### config.mk
export PLATFORM = sky130hd
export DESIGN_NAME = txr_engine
export DESIGN_NICKNAME = d
export VERILOG_FILES = /design/src/rtl/txr_pkg.sv /design/src/rtl/txr_kick.sv /design/src/rtl/txr_index.sv /design/src/rtl/txr_desc_hold.sv /design/src/rtl/txr_ctrl.sv /design/src/rtl/txr_engine.sv
export SDC_FILE = /design/constraint.sdc
export NUM_CORES = 1
export LEC_CHECK = 0
export CAP_MARGIN = 20
export CORE_MARGIN = 4
export CORE_UTILIZATION = 40
export DETAILED_ROUTE_END_ITERATION = 10
export PLACE_DENSITY = 0.76
export SLEW_MARGIN = 20
export SYNTH_ARGS = -nofsm -noshare
export SYNTH_HDL_FRONTEND = slang
export SYNTH_HIERARCHICAL = 1
export SYNTH_SLANG_ARGS = --single-unit
### constraint.sdc
create_clock -name clk -period 5.1 [get_ports clk]
set_clock_uncertainty 0.2 [all_clocks]
set_input_delay 1.02 -clock clk [delete_from_list [all_inputs] [get_ports clk]]
set_output_delay 1.02 -clock clk [all_outputs]
set_load 0.03 [all_outputs]
### src/rtl/txr_pkg.sv
package txr_pkg;
  localparam int OWN_BIT   = 31;
  localparam int EOR_BIT   = 30;
  localparam int FS_BIT    = 29;
  localparam int LS_BIT    = 28;
  localparam int LEN_W     = 16;
  localparam int POLL_BIT  = 6;
  localparam int DESC_SHIFT = 4;
  localparam int OFF_CTL   = 0;
  localparam int OFF_LO    = 8;
  localparam int OFF_HI    = 12;

  typedef enum logic [3:0] {
    ST_IDLE, ST_RQ_CTL, ST_WT_CTL, ST_RQ_LO, ST_WT_LO,
    ST_RQ_HI, ST_WT_HI, ST_SEND, ST_WB
  } txr_state_e;

  typedef struct packed {
    logic             eor;
    logic             first;
    logic             last;
    logic [LEN_W-1:0] len;
  } txr_ctl_t;
endpackage

### src/rtl/txr_kick.sv
module txr_kick
  import txr_pkg::*;
(
  input  logic       clk,
  input  logic       rst_n,
  input  logic       poll_we,
  input  logic [7:0] poll_wdata,
  input  logic       idle,
  output logic       go
);
  logic kick;
  logic pend_q;
  logic unused_poll_bits;

  assign kick = poll_we & poll_wdata[POLL_BIT];
  assign unused_poll_bits = ^{poll_wdata[7], poll_wdata[5:0]};
  assign go = idle & (kick | pend_q);

  always_ff @(posedge clk) begin
    if (!rst_n) begin
      pend_q <= 1'b0;
    end else if (go) begin
      pend_q <= 1'b0;
    end else if (kick) begin
      pend_q <= 1'b1;
    end
  end
endmodule

### src/rtl/txr_index.sv
module txr_index
  import txr_pkg::*;
#(
  parameter int AW   = 32,
  parameter int IDXW = 10
) (
  input  logic          clk,
  input  logic          rst_n,
  input  logic [AW-1:0] ring_base,
  input  logic          adv,
  input  logic          wrap,
  output logic [AW-1:0] desc_addr
);
  localparam int OFFW = IDXW + DESC_SHIFT;

  logic [IDXW-1:0] idx_q;
  logic [OFFW-1:0] off;

  always_ff @(posedge clk) begin
    if (!rst_n) begin
      idx_q <= '0;
    end else if (adv) begin
      idx_q <= wrap ? '0 : idx_q + 1'b1;
    end
  end

  assign off       = {idx_q, {DESC_SHIFT{1'b0}}};
  assign desc_addr = ring_base + AW'(off);
endmodule

### src/rtl/txr_desc_hold.sv
module txr_desc_hold
  import txr_pkg::*;
(
  input  logic        clk,
  input  logic        rst_n,
  input  logic        ld_ctl,
  input  logic [1:0]  ld_buf,
  input  logic [31:0] din,
  output txr_ctl_t    ctl,
  output logic [63:0] buf_addr
);
  logic [31:0] buf_q [2];

  always_ff @(posedge clk) begin
    if (!rst_n) begin
      ctl <= '0;
    end else if (ld_ctl) begin
      ctl.eor   <= din[EOR_BIT];
      ctl.first <= din[FS_BIT];
      ctl.last  <= din[LS_BIT];
      ctl.len   <= din[LEN_W-1:0];
    end
  end

  for (genvar g = 0; g < 2; g++) begin : g_buf
    always_ff @(posedge clk) begin
      if (!rst_n) begin
        buf_q[g] <= '0;
      end else if (ld_buf[g]) begin
        buf_q[g] <= din;
      end
    end
  end

  assign buf_addr = {buf_q[1], buf_q[0]};
endmodule

### src/rtl/txr_ctrl.sv
module txr_ctrl
  import txr_pkg::*;
#(
  parameter int AW = 32
) (
  input  logic          clk,
  input  logic          rst_n,
  input  logic          go,
  input  logic [AW-1:0] desc_addr,
  input  logic          eor_q,
  output logic          mem_valid,
  input  logic          mem_ready,
  output logic          mem_we,
  output logic [AW-1:0] mem_addr,
  output logic [31:0]   mem_wdata,
  input  logic          mem_rvalid,
  input  logic          rd_own,
  output logic          ld_ctl,
  output logic [1:0]    ld_buf,
  output logic          tx_valid,
  input  logic          tx_ready,
  output logic          adv,
  output logic          idle,
  output logic          sts_tok,
  output logic          sts_tdu
);
  txr_state_e st_q, st_d;
  logic [AW-1:0] off;
  logic          miss;

  always_comb begin
    st_d = st_q;
    unique case (st_q)
      ST_IDLE:   if (go) st_d = ST_RQ_CTL;
      ST_RQ_CTL: if (mem_ready) st_d = ST_WT_CTL;
      ST_WT_CTL: if (mem_rvalid) st_d = rd_own ? ST_RQ_LO : ST_IDLE;
      ST_RQ_LO:  if (mem_ready) st_d = ST_WT_LO;
      ST_WT_LO:  if (mem_rvalid) st_d = ST_RQ_HI;
      ST_RQ_HI:  if (mem_ready) st_d = ST_WT_HI;
      ST_WT_HI:  if (mem_rvalid) st_d = ST_SEND;
      ST_SEND:   if (tx_ready) st_d = ST_WB;
      ST_WB:     if (mem_ready) st_d = ST_RQ_CTL;
      default:   st_d = ST_IDLE;
    endcase
  end

  always_ff @(posedge clk) begin
    if (!rst_n) begin
      st_q    <= ST_IDLE;
      sts_tok <= 1'b0;
      sts_tdu <= 1'b0;
    end else begin
      st_q    <= st_d;
      sts_tok <= adv;
      sts_tdu <= miss;
    end
  end

  always_comb begin
    unique case (st_q)
      ST_RQ_LO: off = AW'(OFF_LO);
      ST_RQ_HI: off = AW'(OFF_HI);
      default:  off = AW'(OFF_CTL);
    endcase
  end

  assign mem_valid = (st_q == ST_RQ_CTL) || (st_q == ST_RQ_LO) ||
                     (st_q == ST_RQ_HI)  || (st_q == ST_WB);
  assign mem_we    = (st_q == ST_WB);
  assign mem_addr  = desc_addr + off;
  assign mem_wdata = {1'b0, eor_q, 30'd0};

  assign ld_ctl    = (st_q == ST_WT_CTL) && mem_rvalid;
  assign ld_buf[0] = (st_q == ST_WT_LO) && mem_rvalid;
  assign ld_buf[1] = (st_q == ST_WT_HI) && mem_rvalid;
  assign miss      = ld_ctl && !rd_own;

  assign tx_valid  = (st_q == ST_SEND);
  assign adv       = (st_q == ST_WB) && mem_ready;
  assign idle      = (st_q == ST_IDLE);
endmodule

### src/rtl/txr_engine.sv
module txr_engine
  import txr_pkg::*;
#(
  parameter int AW   = 32,
  parameter int IDXW = 10
) (
  input  logic          clk,
  input  logic          rst_n,
  input  logic [AW-1:0] ring_base,
  input  logic          poll_we,
  input  logic [7:0]    poll_wdata,
  output logic          mem_valid,
  input  logic          mem_ready,
  output logic          mem_we,
  output logic [AW-1:0] mem_addr,
  output logic [31:0]   mem_wdata,
  input  logic          mem_rvalid,
  input  logic [31:0]   mem_rdata,
  output logic          tx_valid,
  input  logic          tx_ready,
  output logic [63:0]   tx_buf_addr,
  output logic [15:0]   tx_len,
  output logic          tx_first,
  output logic          tx_last,
  output logic          sts_tok,
  output logic          sts_tdu
);
  logic          go, idle, adv, ld_ctl;
  logic [1:0]    ld_buf;
  logic [AW-1:0] desc_addr;
  txr_ctl_t      ctl;

  txr_kick u_kick (
    .clk(clk), .rst_n(rst_n), .poll_we(poll_we), .poll_wdata(poll_wdata),
    .idle(idle), .go(go)
  );

  txr_index #(.AW(AW), .IDXW(IDXW)) u_index (
    .clk(clk), .rst_n(rst_n), .ring_base(ring_base), .adv(adv),
    .wrap(ctl.eor), .desc_addr(desc_addr)
  );

  txr_desc_hold u_hold (
    .clk(clk), .rst_n(rst_n), .ld_ctl(ld_ctl), .ld_buf(ld_buf),
    .din(mem_rdata), .ctl(ctl), .buf_addr(tx_buf_addr)
  );

  txr_ctrl #(.AW(AW)) u_ctrl (
    .clk(clk), .rst_n(rst_n), .go(go), .desc_addr(desc_addr), .eor_q(ctl.eor),
    .mem_valid(mem_valid), .mem_ready(mem_ready), .mem_we(mem_we),
    .mem_addr(mem_addr), .mem_wdata(mem_wdata), .mem_rvalid(mem_rvalid),
    .rd_own(mem_rdata[OWN_BIT]), .ld_ctl(ld_ctl), .ld_buf(ld_buf),
    .tx_valid(tx_valid), .tx_ready(tx_ready), .adv(adv), .idle(idle),
    .sts_tok(sts_tok), .sts_tdu(sts_tdu)
  );

  assign tx_len   = ctl.len;
  assign tx_first = ctl.first;
  assign tx_last  = ctl.last;
endmodule

==> impl_metrics.toml <==
[status]
status = "finished with violations"
violations = "negative setup slack"

[power_and_ir_drop]
switching_share = 0.305
p_comb_frac = 0.253
power_density_nw_per_um2 = 237
power_frac_seq = 0.442
p_switching_uw = 642
p_int_uw = 1470
power_frac_clock = 0.305
power_leakage_uw = 0.00376
peakVddDrop_mv = 0.203

[setup_path]
path_class = "input port to output port"
crit_family = "simple AND/OR/NAND/NOR gates"
critPathRequiredTime_ns = 3.88
path_buf_inv = 4
slowest_stage = "or4_4"
cp_slowest_stage_delay_ns = 0.49
startpoint_type = "input port"
path_common_cell = "buf_6"
cp_max_fo = 5
worstPathArrival_ns = 4.00
critPathCaptureType = "output port"
path_cells = "buf_6, ha_4, fa_2, a21oi_2, o21a_1, o21ai_2, buf_4, nand2_2, nor3_1, xnor2_1, nand4_1, or4_4, buf_12, nor4_4, xor2_2, buf_6"

[cells_and_area]
nets = 887
area_delta_synth_final_pct = 56.4
fin_cells = 979
fin_area_sq_um = 8910
mostFrequentLayoutCell = "clkdlybuf4s50_1"
drive_gt1_frac = 0.260
layout_common_cells = "151 x clkdlybuf4s50_1, 87 x buf_4, 69 x and3_1"
fillers = 1051
antenna_cells = 0

[logic_synthesis]
ys_warn_count = 6
yosys_register_bits = 100
synth_area_leader_cell = "edfxtp_1"
yosys.area.top_type_share = 0.337
synth_cell_types = 54
synth_area_sq_um = 5700
synth_ff_type = "edfxtp_1"
syn-mean-instance-area_sq_um = 10.5
synthArstFlopShare = 0
netlist_top_cells_area = "edfxtp_1 34%, dfxtp_1 13%, and3_1 7.6%, xor2_1 5.4%, buf_4 5.1%"
synth_edf_count = 64
yosysSeqAreaShare = 0.464
synthCells = 545

[drt]
wirelength_mm = 16.9
firstDrtPassIters = 4
drt_iter0_drc = 424
vias = 4992
drc = 0
ant_nets = 0
wl_per_cell_microns = 17.3
avgViaCountPerCell = 5.10

[die]
boundaryPins = 229
core-area_sq_um = 13900
start_util = 0.409
row_count = 43
die_w_microns = 127
die_h_microns = 127
die_area_sq_um = 16200

[timing]
tightestPinTransition_ns = 0.746
setup_viol = 9
setup-tns-final_ns = -0.729
fin_crit_sh = 1.02
hold_viol_final = 0
maxSlewViolCount = 0
relSlewSlack = 0.495
holdWs_ns = 0.319
worst_slack_ns = -0.121
period_minus_slack_ns = 5.22
max_freq_ghz = 0.192
rsz0062_at_grt = "true"

[clocking]
cts_buffer_depth = 2
clockRootBuffer = "clkbuf_16"
path_clk_slew_ns = 0.07
insertion_delay_ns = 0.33
htreeDepth = 3
clock-sinks = 100
numCtsBuffers = 9
cts_tree = "done"

[global_routing]
grt_pass1_vias = 5117
grt_pass1_wl_mm = 26.1
antenna_found_initial = 0
grt_max_degree = 67
grtUsageTotal = 0.199
grt-ovfl-total = 0

[hold_path]
hold_path.class = "flip-flop to flip-flop"

[placed_design]
post_dp_cell_area_sq_um = 7940
dp_cells = 927
place_congestion = 0.896
portBuffers = 186
hpwlAfterDp_mm = 11.8

[run]
maxCapViolCount = 0
[per-stage QoR]
stage	util	power, uW	worst slack (ns)
floorplan	-	1260	0.0110
global placement	0.570	1440	-0.609
detailed placement	0.570	1450	-0.643
CTS	0.626	2100	-0.0490
global route	0.639	2190	-0.259
finish	0.639	2110	-0.121
[flip-flops by register name, summed over array words and instances, names as in the netlist]
register / flops
u_hold/buf_q: 64
u_ctrl/sts_tok: 1
u_index/idx_q: 10
u_kick/pend_q: 1
u_ctrl/st_q: 4
u_ctrl/sts_tdu: 1
u_hold/ctl: 19
[cell type report]
type,count,area [sq um],share of cell area
Clock inverter,6,48.8,0.00548
Timing Repair Buffer,275,2570,0.289
Multi-Input combinational cell,396,3140,0.352
Sequential cell,100,2640,0.297
Inverter,12,47.5,0.00534
Clock buffer,10,229,0.0257
Tap cell,180,225,0.0253
[cells in the mapped netlist (2+ instances only)]
master	number
and3_1	69
edfxtp_1	64
buf_4	39
dfxtp_1	36
xor2_1	35
nand2_1	32
xnor2_1	25
nor2_1	24
nor2b_1	24
mux2i_1	21
nor3_1	18
clkbuf_1	15
ha_1	13
nand3_1	13
nand4_1	13
a21oi_1	12
inv_1	12
o21ai_0	9
nor4_1	5
a21o_1	4
and2_1	4
nand2b_1	4
nor4_4	4
or3_1	4
buf_2	3
buf_6	3
clkbuf_2	3
nand3b_1	3
o22ai_1	3
a31oi_1	2
buf_1	2
fa_1	2
nor4_2	2
nor4b_1	2
or2_2	2
[repair_timing]
action / in CTS / in global routing
gates cloned: 1 / 0
setup endpoints to repair: 18 / 18
pin swaps: 46 / 28
hold buffers: 0 / 0
resized for setup: 92 / 36
setup buffers: 31 / 5
[power groups by stage]
stage                     Clock (uW)  Sequential (uW)  Combinational [uW]
after floorplan                    0              997                 261
after global placement             0              945                 490
after detailed placement           0              949                 499
after CTS                        652              931                 519
after global routing             691              937                 563
final                            643              931                 533
[cell families after synthesis]
group,Yosys count,share of synthesized area
simple gates,231,0.242
flops,100,0.464
buf+inv,79,0.0866
xor+xnor,60,0.0923
compound gates,38,0.0420
mux,21,0.0369
fa+ha+maj,15,0.0356
other cells,1,0.000658
[worst reg2reg max path: cells and delay by family, from the launching register on]
kind               cells  cell delay (ns)
DFF                    1             0.53
AOI/OAI and AO/OA      1             0.14
and+or+nand+nor        6             1.86
[final timing paths]
check | cells past startpoint | end | slack [ns] | startpoint
worst max-delay path | 16 | mem_addr[30] | -0.12 | ring_base[4]
worst min-delay path | 2 | u_hold/ctl[6] | 0.32 | u_hold/ctl[6]
worst max register to register | 7 | u_index/idx_q[9] | 2.30 | u_ctrl/st_q[3]
worst min register to register | 2 | u_hold/ctl[6] | 0.32 | u_hold/ctl[6]
[metal layers]
metal | up-vias | part of all wire | global-route usage
met5 | - | 0 | 0
met4 | 0 | 0.031 | 0.0738
met3 | 34 | 0.066 | 0.0426
met2 | 207 | 0.52 | 0.358
met1 | 2392 | 0.39 | 0.231
li1 | 2359 | - | -
Note: power is estimated with default switching activity, not from simulation.
